`config.mk`:
```
export PLATFORM = sky130hd
export DESIGN_NAME = ovl_key_gen
export DESIGN_NICKNAME = d
export VERILOG_FILES = /design/src/rtl/ovl_pkg.sv /design/src/rtl/ovl_cfg_regs.sv /design/src/rtl/ovl_key_decide.sv /design/src/rtl/ovl_phase_delay.sv /design/src/rtl/ovl_key_gen.sv
export SDC_FILE = /design/constraint.sdc
export NUM_CORES = 1
export LEC_CHECK = 0
export BUFFER_PORTS_ARGS = -buffer_cell sky130_fd_sc_hd__clkbuf_2
export CORE_MARGIN = 2
export CORE_UTILIZATION = 50
export DETAILED_ROUTE_END_ITERATION = 7
export PLACE_DENSITY = 0.74
export SLEW_MARGIN = 20
export SYNTH_ARGS = -nofsm -noshare
export SYNTH_HDL_FRONTEND = slang
export SYNTH_HIERARCHICAL = 1
export SYNTH_SLANG_ARGS = --single-unit
```
`constraint.sdc`:
```
create_clock -name clk_i -period 2.4 [get_ports clk_i]
set_clock_uncertainty 0.2 [all_clocks]
set_input_delay 0.12 -clock clk_i [delete_from_list [all_inputs] [get_ports clk_i]]
set_output_delay 0.12 -clock clk_i [all_outputs]
set_load 0.005 [all_outputs]
```
`src/rtl/ovl_pkg.sv`:
```
package ovl_pkg;
  localparam int RGB_W   = 12;
  localparam int TRANS_W = 6;
  localparam int DEPTH   = 8;
  localparam int PHASE_W = $clog2(DEPTH);

  typedef enum logic [1:0] {
    KEY_NONE   = 2'b00,
    KEY_BORDER = 2'b01,
    KEY_RSVD   = 2'b10,
    KEY_CHROMA = 2'b11
  } key_mode_e;

  typedef struct packed {
    logic [PHASE_W-1:0] phase;
    key_mode_e          mode;
    logic               fallback;
    logic [RGB_W-1:0]   ckey;
    logic               trans_en;
    logic [TRANS_W-1:0] bg_trans;
  } cfg_t;

  localparam cfg_t CFG_RST = '{
    phase:    PHASE_W'(1),
    mode:     KEY_NONE,
    fallback: 1'b0,
    ckey:     '0,
    trans_en: 1'b1,
    bg_trans: '0
  };
endpackage

```
`src/rtl/ovl_cfg_regs.sv`:
```
module ovl_cfg_regs
  import ovl_pkg::*;
(
  input  logic clk_i,
  input  logic rst_ni,
  input  logic wr_i,
  input  cfg_t cfg_i,
  output cfg_t cfg_o
);
  always_ff @(posedge clk_i or negedge rst_ni) begin
    if (!rst_ni)   cfg_o <= CFG_RST;
    else if (wr_i) cfg_o <= cfg_i;
  end
endmodule

```
`src/rtl/ovl_key_decide.sv`:
```
module ovl_key_decide
  import ovl_pkg::*;
(
  input  logic               sup_en_i,
  input  logic [RGB_W-1:0]   pix_rgb_i,
  input  logic               pix_bg_i,
  input  logic [TRANS_W-1:0] pix_trans_i,
  input  logic [RGB_W-1:0]   border_rgb_i,
  input  cfg_t               cfg_i,
  output logic               ys_o,
  output logic [TRANS_W-1:0] trans_o
);
  logic border_black;
  logic cmp_ys;

  assign border_black = (border_rgb_i == '0);

  always_comb begin
    unique case (cfg_i.mode)
      KEY_CHROMA: cmp_ys = (pix_rgb_i != cfg_i.ckey);
      KEY_BORDER: cmp_ys = border_black ? cfg_i.fallback : (pix_rgb_i != border_rgb_i);
      default:    cmp_ys = cfg_i.fallback;  // none and reserved
    endcase
  end

  always_comb begin
    ys_o    = sup_en_i ? cmp_ys : 1'b1;
    trans_o = '0;
    if (sup_en_i && cfg_i.trans_en)
      trans_o = pix_bg_i ? cfg_i.bg_trans : pix_trans_i;
  end
endmodule

```
`src/rtl/ovl_phase_delay.sv`:
```
module ovl_phase_delay #(
  parameter int W     = 7,
  parameter int DEPTH = 8,
  localparam int SEL_W = $clog2(DEPTH)
) (
  input  logic             clk_i,
  input  logic             rst_ni,
  input  logic [W-1:0]     d_i,
  input  logic [SEL_W-1:0] sel_i,
  output logic [W-1:0]     q_o
);
  logic [W-1:0] stg [DEPTH];

  for (genvar i = 0; i < DEPTH; i++) begin : g_stg
    logic [W-1:0] nxt;
    if (i == 0) begin : g_head
      assign nxt = d_i;
    end else begin : g_tail
      assign nxt = stg[i-1];
    end
    always_ff @(posedge clk_i or negedge rst_ni) begin
      if (!rst_ni) stg[i] <= '0;
      else         stg[i] <= nxt;
    end
  end

  assign q_o = stg[sel_i];
endmodule

```
`src/rtl/ovl_key_gen.sv`:
```
module ovl_key_gen
  import ovl_pkg::*;
(
  input  logic               clk_i,
  input  logic               rst_ni,
  input  logic               sup_en_i,
  input  logic [RGB_W-1:0]   pix_rgb_i,
  input  logic               pix_bg_i,
  input  logic [TRANS_W-1:0] pix_trans_i,
  input  logic [RGB_W-1:0]   border_rgb_i,
  input  logic               cfg_wr_i,
  input  logic [PHASE_W-1:0] cfg_phase_i,
  input  logic [1:0]         cfg_mode_i,
  input  logic               cfg_fallback_i,
  input  logic [RGB_W-1:0]   cfg_ckey_i,
  input  logic               cfg_trans_en_i,
  input  logic [TRANS_W-1:0] cfg_bg_trans_i,
  output logic               ys_o,
  output logic [TRANS_W-1:0] trans_o
);
  cfg_t               cfg_d, cfg_q;
  logic               dec_ys;
  logic [TRANS_W-1:0] dec_trans;
  logic [TRANS_W:0]   dly_q;

  always_comb begin
    cfg_d.phase    = cfg_phase_i;
    cfg_d.mode     = key_mode_e'(cfg_mode_i);
    cfg_d.fallback = cfg_fallback_i;
    cfg_d.ckey     = cfg_ckey_i;
    cfg_d.trans_en = cfg_trans_en_i;
    cfg_d.bg_trans = cfg_bg_trans_i;
  end

  ovl_cfg_regs u_cfg (
    .clk_i (clk_i),
    .rst_ni(rst_ni),
    .wr_i  (cfg_wr_i),
    .cfg_i (cfg_d),
    .cfg_o (cfg_q)
  );

  ovl_key_decide u_dec (
    .sup_en_i    (sup_en_i),
    .pix_rgb_i   (pix_rgb_i),
    .pix_bg_i    (pix_bg_i),
    .pix_trans_i (pix_trans_i),
    .border_rgb_i(border_rgb_i),
    .cfg_i       (cfg_q),
    .ys_o        (dec_ys),
    .trans_o     (dec_trans)
  );

  ovl_phase_delay #(.W(TRANS_W + 1), .DEPTH(DEPTH)) u_dly (
    .clk_i (clk_i),
    .rst_ni(rst_ni),
    .d_i   ({dec_ys, dec_trans}),
    .sel_i (cfg_q.phase),
    .q_o   (dly_q)
  );

  assign {ys_o, trans_o} = dly_q;
endmodule

```
==> metrics.csv, run 1 <==
stage,metric,value,unit
critical_path,max_stage_delay,0.65,ns
clocking,clock_latency,0.34,ns
critical_path,critical_path.reg2reg.endpoint,u_dly/g_stg[1].nxt[6],
timing,worst_slew_pin_slew,0.689,ns
pwr,power_report.internal_total,2240,uW
critical_path,critical_path.reg2reg.startpoint,u_cfg/cfg_o[17],
place,rd_place_congestion,0.823,
timing,hold_viol_final,0,
layout,drive_gt1_share,44.2,%
timing,rsz0062_at_grt,true,
pwr,p_leak,0.00205,uW
clocking,cts_htree_levels,3,
global_routing,grt_start_max_net_pins,82,
pwr,p_switching,698,uW
pwr,power.switching_fraction,23.8,%
critical_path,endpoint_kind,output port,
run,max_cap_violations,0,
critical_path,cp_startpoint_kind,flop,
place,detailed_placement_hpwl,3930,um
layout,syn_to_final_growth,27.2,%
synth,synth_top_flop_cell,dfrtp_1,
place,dp_worst_setup_slack,0.270,ns
critical_path,critical_path.slowest_cell,dfstp_4,
min_path,worstHoldPathType,in2reg,
synth,syn_inst,189,
synth,synthesis.area,3360,um2
layout,final_core_util,66.5,%
synth,yosys_warn_count,6,
clocking,cts_tree,done,
floorplan,row_count,29,
synth,synth_fp_nets,249,
layout,highest_count_cells_in_the_layout_ignoring_fill_and_taps,"dfrtp_1, clkbuf_2, dlygate4sd3_1, mux2_4, xor2_1",
floorplan,floorplan.initialDensity,52.3,%
floorplan,floorplan.die.width,85.9,um
detailed_routing,dr.pass1.iters,4,
global_routing,grt_pass1_vias,2171,
synth,number_of_synthesized_flops_with_an_enable_pin,0,
pwr,power.density,687,nW/um2
layout,most_common_cell_after_layout_fill_and_taps_aside,dfrtp_1,
global_routing,global_route_wire_length_before_repair,10600,um
floorplan,core_region_area,6420,um2
min_path,hold_depth,3,
timing,setup_viol,0,
timing,maximum_operating_frequency,423,MHz
critical_path,cp.required,2.08,ns
outcome,outcome,"complete, no violations",
place,portBuffers,66,
min_path,worstHoldStart,pix_bg_i,
detailed_routing,routed_vias_inst,5.17,
clocking,cts_inserted_buffers,9,
layout,post_layout_nonfiller_instances,378,
critical_path,critPathKind,reg2out,
detailed_routing,finalWirelength,6300,um
timing,final_critical_path_setup_slack,0.0345,ns
layout,final_net_count,356,
timing,tmin_final,2.37,ns
place,count_of_placed_standard_cells_including_taps,325,
global_routing,gr-usage-all-layers,19.0,%
global_routing,antenna_found_initial,0,
detailed_routing,drt_initial_violations,124,
pwr,comb_power_share,13.6,%
clocking,numClockSinks,81,
synth,yosysUniqueCellTypes,23,
synth,postSynth.asyncResetShare,100,%
synth,ys_seq_elements,81,
critical_path,worst-endpoint-arrival,2.05,ns
layout,num-fill-cells,450,
detailed_routing,remaining_drc_errors,0,
pwr,clockPowerShare,33.7,%
min_path,min_delay_worst_endpoint,u_dly/g_stg[1].nxt[4],
clocking,cts_root_buffer,clkbuf_8,
floorplan,num_io_pins,67,
synth,synth_sequential_area_ratio,60.5,%
timing,relSlewSlack,54.1,%
synth,synth_area_per_cell,17.8,um2
clocking,clockBufferDepth,2,
timing,min_period_over_period,98.6,%
pwr,ir_worst_vdd,0.428,mV
floorplan,chipHeight,85.9,um
critical_path,cp_max_fo,7,
floorplan,die_area,7380,um2
layout,antenna-diode-count,0,
global_routing,globalRouteOverflowTotal,0,
timing,whs,0.0171,ns
pwr,seq_power_share,52.7,%
timing,setup_tns,0,ns
detailed_routing,detail_route.wl_per_cell,16.7,um
clocking,clkSlewWorstSetupHoldPaths,0.08,ns
critical_path,worstPathCellList,buf_8 -> mux4_1 -> mux2_2 -> clkbuf_2,
critical_path,timing.reg2reg.setup_slack,0.82,ns
critical_path,r2r_cells,5,
detailed_routing,detail-route-antenna-nets,0,
detailed_routing,detailroute.via_count,1954,
timing,timing.final.max_slew_violations,0,
-- through the flow --
step                total power, uW  cell area (um2)
finish                         2930             4270
global route                   3090             4270
CTS                            2950             4280
detailed placement             1890             3700
global placement               1880             3700
floorplan                      1770             3360
-- cell usage after synthesis (2+ instances only) --
| master | count | area, um2 |
|---|---|---|
| nor4_1 | 5 | 31.3 |
| clkbuf_1 | 2 | 7.51 |
| nand4_1 | 2 | 12.5 |
| mux2i_1 | 6 | 60.1 |
| nor2_1 | 6 | 22.5 |
| xnor2_1 | 4 | 35.0 |
| mux2_2 | 12 | 135 |
| nand2_1 | 2 | 7.51 |
| dfstp_2 | 2 | 52.6 |
| buf_6 | 2 | 22.5 |
| mux4_1 | 14 | 368 |
| nor4_2 | 3 | 37.5 |
| buf_12 | 3 | 60.1 |
| xor2_1 | 20 | 175 |
| dfrtp_1 | 79 | 1980 |
| mux2_4 | 20 | 300 |
-- power by group through the flow --
stage               clock [uW]  sequential [uW]  combinational (uW)
finish                     988             1550                 398
global route              1090             1560                 434
CTS                       1020             1540                 389
detailed placement           0             1580                 319
global placement             0             1570                 311
floorplan                    0             1530                 235
-- routing by layer --
layer	track usage (%)	share of wire, %
met3	6.16	4.1
met2	31.1	50
met1	23.8	45
met5	0	0
met4	6.93	0.71
-- layout make-up --
class	count	area (um2)	share of cell area, %
Clock inverter	5	62.6	1.47
Timing Repair Buffer	104	729	17.1
Tap cell	77	96.3	2.26
Sequential cell	81	2030	47.6
Clock buffer	11	141	3.31
Multi-Input combinational cell	100	1210	28.3
-- critical path: cells and delay by family (launching register included) --
| kind | cells | cell delay [ns] |
|---|---|---|
| muxes | 2 | 0.81 |
| DFF | 1 | 0.65 |
| buffers and inverters | 2 | 0.25 |
-- cells by family (layout without fill, tap and decap cells) --
family,count (synthesis),in the layout,share of synthesized area [%]
DFF,81,81,60.5
muxes,52,52,25.7
xor gates and xnor gates,24,24,6.26
and+or+nand+nor,21,21,3.95
buffers and inverters,8,120,2.80
AOI/OAI and AO/OA,3,3,0.783
-- sequential cells by signal, summed over array words and instances (netlist names) --
name             count
u_dly/stg            7
u_dly/g_stg.nxt     49
u_cfg/cfg_o         25
-- how the worst max path moves through the flow --
| stage | startpoint | endpoint | slack (ns) |
|---|---|---|---|
| after floorplan | u_cfg/cfg_o[22] | trans_o[0] | 0.53 |
| after global placement | u_cfg/cfg_o[22] | trans_o[3] | 0.34 |
| after detailed placement | u_cfg/cfg_o[22] | trans_o[3] | 0.27 |
| after CTS | u_cfg/cfg_o[22] | trans_o[0] | 0.0006 |
| after global routing | u_cfg/cfg_o[22] | trans_o[5] | -0.05 |
| final | u_cfg/cfg_o[22] | trans_o[2] | 0.03 |
-- what timing repair did --
item / 4_1_cts / 5_1_grt
endpoints found under the hold margin: 111 / 0
hold buffers: 35 / 0
setup buffers: 2 / 0
endpoints found under the setup margin: 7 / 7
resized for setup: 3 / 13
(Power assumes the default switching activity.)
==> run 2: changes to the inputs <==
CORE_MARGIN = 4   (was 2)
HOLD_SLACK_MARGIN = 0.03   (was not set)
MAX_ROUTING_LAYER = met4   (was not set)
==> run 2 against run 1 <==
  * Register-to-register slack lost 0.59 ns
  * Fmax decreased by 0.93%
  * Global-route usage fell by 1.4 points
  * Largest cell class unchanged
  * Critical path depth unchanged
  * Utilization up 1.1 points
  * Flip-flop and latch count is the same
  * Clock power decreased by 7.4%
==> metrics.csv, run 2 (synthesized netlist as in run 1, its figures left out) <==
stage,metric,value,unit
layout,max_reg_flops,49,
layout,syn_to_final_growth,29.3,%
pwr,ir_worst_vdd,0.519,mV
run,max_cap_violations,0,
layout,final_net_count,366,
outcome,outcome,"complete, no violations",
place,rd_place_congestion,0.845,
detailed_routing,detail_route.wl_per_cell,16.8,um
detailed_routing,dr.pass1.iters,4,
timing,setup_viol,0,
global_routing,antenna_found_initial,0,
timing,maximum_operating_frequency,419,MHz
detailed_routing,detailroute.via_count,1979,
clocking,numClockSinks,81,
critical_path,cp_max_fo,5,
detailed_routing,routed_vias_inst,5.10,
place,dpl_cell_area,3720,um2
clocking,clkSlewWorstSetupHoldPaths,0.09,ns
pwr,p_leak,0.00208,uW
detailed_routing,finalWirelength,6510,um
global_routing,grt_start_max_net_pins,50,
clocking,cts_root_buffer,clkbuf_8,
timing,setup_tns,0,ns
place,portBuffers,66,
floorplan,floorplan.initialDensity,52.3,%
detailed_routing,remaining_drc_errors,0,
floorplan,core_region_area,6420,um2
critical_path,endpoint_kind,output port,
timing,min_period_over_period,99.5,%
global_routing,grt_pass1_vias,2147,
detailed_routing,drt_initial_violations,106,
floorplan,row_count,29,
critical_path,cp_startpoint_kind,flop,
global_routing,globalRouteOverflowTotal,0,
pwr,power.density,664,nW/um2
timing,relSlewSlack,58.4,%
timing,worst_slew_pin_slew,0.624,ns
global_routing,gr-usage-all-layers,17.6,%
clocking,clock_latency,0.34,ns
layout,most_common_cell_after_layout_fill_and_taps_aside,dfrtp_1,
timing,tmin_final,2.39,ns
clocking,cts_htree_levels,3,
critical_path,cp.required,2.08,ns
global_routing,global_route_wire_length_before_repair,10800,um
clocking,clockBufferDepth,2,
floorplan,num_io_pins,67,
clocking,cts_inserted_buffers,9,
layout,num-fill-cells,460,
timing,timing.final.max_slew_violations,0,
layout,drive_gt1_share,45.0,%
layout,antenna-diode-count,0,
critical_path,worst-endpoint-arrival,2.07,ns
critical_path,critPathKind,reg2out,
layout,highest_count_cells_in_the_layout_ignoring_fill_and_taps,"dfrtp_1, clkbuf_2, dlygate4sd3_1, mux2_4, xor2_1",
timing,hold_viol_final,0,
clocking,cts_tree,done,
place,detailed_placement_hpwl,4260,um
floorplan,die_area,8090,um2
floorplan,floorplan.die.width,89.9,um
floorplan,chipHeight,89.9,um
layout,final_cell_area,4340,um2
timing,rsz0062_at_grt,true,
min_path,worstHoldPathType,in2async,
detailed_routing,detail-route-antenna-nets,0,
-- run 2: critical path: stages, from the launching register on --
cell and delay, ns:
dfstp_4 0.68, buf_6 0.12, mux4_1 0.54, mux2_4 0.27, clkbuf_2 0.11
-- run 2: path summary, 6_finish.rpt --
check | from | to | slack (ns) | cells after the start
worst max-delay path | u_cfg/cfg_o[22] | trans_o[0] | 0.01 | 4
worst max register to register | u_cfg/cfg_o[7] | u_dly/g_stg[1].nxt[6] | 0.23 | 6
worst min-delay path | rst_ni | u_dly/stg[6] | 0.11 | 2
worst min register to register | u_dly/g_stg[6].nxt[0] | u_dly/g_stg[7].nxt[0] | 0.17 | 0
min in group clk_i | u_dly/g_stg[6].nxt[0] | u_dly/g_stg[7].nxt[0] | 0.17 | 0
max in group asynchronous | rst_ni | u_cfg/cfg_o[6] | 1.15 | 3
-- run 2: final cells by class --
type                    count  area [um2]  area share (%)
clock buffers              10         138            3.17
clock inverters             6        51.3            1.18
multi-input cells         100        1190            27.5
flip-flops and latches     81        2030            46.9
well taps                  77        96.3            2.22
repair buffers            114         826            19.0
-- run 2: repair_timing --
item	in CTS	in global routing
cloned	0	0
setup buffers	4	0
hold buffers	40	0
endpoints found under the setup margin	7	7
hold endpoints to repair	79	0
resized for setup	4	14
-- run 2: routing by layer --
metal  vias to the layer above  GRT usage [%]  routed length, um
li1                        924              -                  -
met1                      1006           21.7               2950
met2                        45           28.7               3310
met3                         4           5.43                207
met4                         0           4.59                 47
met5                         -              -                  0
-- run 2: power by group --
part / switching, uW / internal, uW / leakage [uW] / total, uW
Clock: 501 / 414 / 0.0000866 / 915
Combinational: 148 / 270 / 0.000977 / 418
Sequential: 79.2 / 1470 / 0.00101 / 1550
-- run 2: stage by stage --
stage          util, %  hold slack, ns  power, uW  std cells  worst slack, ns
5_1_grt           67.6           0.161       3020        388          -0.0608
2_1_floorplan        -          -0.376       1770        189            0.528
6_report          67.6           0.115       2880        388           0.0124
4_1_cts           67.9           0.125       2900        388          -0.0240
3_3_place_gp      57.9         -0.0442       1890        328            0.335
3_5_place_dp      57.9         -0.0369       1900        328            0.277
==> run 3: changes to the inputs <==
--- a/config.mk
+++ b/config.mk
@@ -8,9 +8,8 @@
 export BUFFER_PORTS_ARGS = -buffer_cell sky130_fd_sc_hd__clkbuf_2
 export CORE_MARGIN = 4
-export CORE_UTILIZATION = 50
+export CORE_UTILIZATION = 30
 export DETAILED_ROUTE_END_ITERATION = 7
 export HOLD_SLACK_MARGIN = 0.03
 export MAX_ROUTING_LAYER = met4
-export PLACE_DENSITY = 0.74
 export SLEW_MARGIN = 20
 export SYNTH_ARGS = -nofsm -noshare
--- a/constraint.sdc
+++ b/constraint.sdc
@@ -3,3 +3,3 @@
 set_input_delay 0.12 -clock clk_i [delete_from_list [all_inputs] [get_ports clk_i]]
 set_output_delay 0.12 -clock clk_i [all_outputs]
-set_load 0.005 [all_outputs]
+set_load 0.01 [all_outputs]
==> run 3 against run 2 <==
  * Design area grew 2.9%
  * Sequential power hardly changed
  * Sequential share of layout area down 1.3 points
==> metrics.csv, run 3 (synthesized netlist as in run 1, its figures left out) <==
stage,metric,value,unit
outcome,outcome,"complete, no violations",
critical_path,critical_path_sink,trans_o[2],
floorplan,num_io_pins,67,
critical_path,critical_path.reg2reg.endpoint,u_dly/g_stg[1].nxt[6],
floorplan,core_region_area,10900,um2
detailed_routing,detail-route-antenna-nets,0,
run,max_cap_violations,0,
layout,most_common_cell_after_layout_fill_and_taps_aside,dfrtp_1,
critical_path,cp.required,2.08,ns
critical_path,worstPathCellList,buf_6 -> mux4_2 -> mux2_4 -> buf_6,
critical_path,endpoint_kind,output port,
timing,maximum_operating_frequency,424,MHz
detailed_routing,remaining_drc_errors,0,
layout,drive_gt1_share,46.5,%
place,portBuffers,66,
critical_path,r2r_cells,6,
layout,antenna-diode-count,0,
critical_path,critical_path.slowest_cell,dfstp_4,
critical_path,path_buf_inv,2,
timing,min_period_over_period,98.4,%
global_routing,grt_pass1_vias,2144,
floorplan,die_area,12900,um2
layout,syn_to_final_growth,33.0,%
place,count_of_placed_standard_cells_including_taps,391,
floorplan,row_count,38,
critical_path,critPathLaunch,u_cfg/cfg_o[22],
detailed_routing,detailroute.via_count,1932,
clocking,cts_root_buffer,clkbuf_8,
clocking,clock_latency,0.36,ns
floorplan,chipHeight,114,um
place,rd_place_congestion,0.744,
global_routing,gr-usage-all-layers,12.1,%
clocking,cts_inserted_buffers,9,
timing,timing.final.max_slew_violations,0,
layout,highest_count_cells_in_the_layout_ignoring_fill_and_taps,"dfrtp_1, clkbuf_2, dlygate4sd3_1, mux2_4, xor2_1",
place,detailed_placement_hpwl,4630,um
timing,worst_slew_pin_slew,0.639,ns
critical_path,path_delay_family,multiplexers,
detailed_routing,drt_initial_violations,101,
pwr,post-layout-total-power,3000,uW
timing,setup_viol,0,
detailed_routing,dr.pass1.iters,4,
critical_path,critical_path.reg2reg.startpoint,u_cfg/cfg_o[14],
global_routing,global_route_wire_length_before_repair,11400,um
pwr,power.density,672,nW/um2
clocking,cts_tree,done,
critical_path,max_stage_delay,0.65,ns
global_routing,grt_start_max_net_pins,44,
critical_path,critPathMostFrequentCell,buf_6,
critical_path,timing.reg2reg.setup_slack,0.26,ns
critical_path,worst-path-stages,4,
global_routing,antenna_found_initial,0,
pwr,ir_worst_vdd,0.444,mV
critical_path,critPathKind,reg2out,
critical_path,worst-endpoint-arrival,2.04,ns
clocking,cts_htree_levels,3,
critical_path,cp_startpoint_kind,flop,
floorplan,floorplan.initialDensity,30.8,%
timing,setup_tns,0,ns
clocking,numClockSinks,81,
layout,post_layout_nonfiller_instances,452,
timing,relSlewSlack,57.4,%
timing,hold_viol_final,0,
layout,max_reg_flops,49,
timing,tmin_final,2.36,ns
pwr,p_leak,0.00208,uW
detailed_routing,detail_route.wl_per_cell,15.0,um
critical_path,cp_max_fo,4,
clocking,clockBufferDepth,2,
layout,final_core_util,41.0,%
layout,final_net_count,367,
floorplan,floorplan.die.width,114,um
detailed_routing,finalWirelength,6790,um
detailed_routing,routed_vias_inst,4.27,
layout,num-fill-cells,1015,
timing,rsz0062_at_grt,true,
global_routing,globalRouteOverflowTotal,0,
min_path,worstHoldPathType,in2async,
clocking,clkSlewWorstSetupHoldPaths,0.08,ns
run 3: changes by cell type in the layout (fill, tap and decap cells not counted), sizes merged:
cell	change
buf	+5
bufinv	+1
clkinvlp	-1
inv	+1
clkbuf	-5
run 3: repair_timing:
item	in CTS	in global routing
resized for setup	13	19
hold buffers	40	0
endpoints found under the hold margin	113	0
endpoints found under the setup margin	7	8
buffers inserted	5	0
run 3: through the flow:
stage	instance area [um2]	setup slack [ns]	hold WS, ns
3_3_place_gp	3810	0.299	-0.0462
4_1_cts	4450	-0.0367	0.103
5_1_grt	4460	-0.0522	0.161
2_1_floorplan	3360	0.507	-0.376
6_report	4460	0.0388	0.0970
3_5_place_dp	3810	0.258	-0.0374
run 3: worst min path at each step:
stage | startpoint | end | slack, ns | depth (start not counted)
3_5_place_dp | rst_ni | u_cfg/cfg_o[13] | -0.04 | 1
2_1_floorplan | rst_ni | u_cfg/cfg_o[0] | -0.38 | 0
5_1_grt | rst_ni | u_cfg/cfg_o[8] | 0.16 | 2
6_report | rst_ni | u_cfg/cfg_o[8] | 0.1 | 2
3_3_place_gp | rst_ni | u_cfg/cfg_o[9] | -0.05 | 1
4_1_cts | rst_ni | u_cfg/cfg_o[13] | 0.10 | 2
run 3: layout make-up:
cell class	instances	area, um2	share of cell area, %
Clock buffer	9	124	2.78
Clock inverter	7	76.3	1.71
Multi-Input combinational cell	100	1200	26.9
Sequential cell	81	2030	45.6
Tap cell	140	175	3.92
Timing Repair Buffer	115	853	19.1
run 3: per-layer routing:
metal / part of all wire (%) / routed length, um / track usage [%] / vias up
met2: 47 / 3220 / 17.6 / 42
met5: 0 / 0 / - / -
met4: 2.0 / 136 / 4.65 / 0
met3: 4.2 / 285 / 4.30 / 8
met1: 46 / 3150 / 15.5 / 961
li1: - / - / - / 921
run 3: worst reg2reg max path, cell delays in order (launching register included):
cell and delay [ns]:
dfrtp_1 0.40, xor2_1 0.16, nor4_2 0.38, nand4_1 0.13, o22ai_1 0.13, a21oi_1 0.08
dlygate4sd3_1 0.55
run 3: report_power, final:
| part | leakage (uW) | internal (uW) | total, uW | switching, uW |
|---|---|---|---|---|
| combinational | 0.000975 | 283 | 443 | 159 |
| clock | 0.0000962 | 487 | 1010 | 521 |
| sequential | 0.00101 | 1470 | 1550 | 79.2 |
| total | 0.00208 | 2240 | 3000 | 759 |
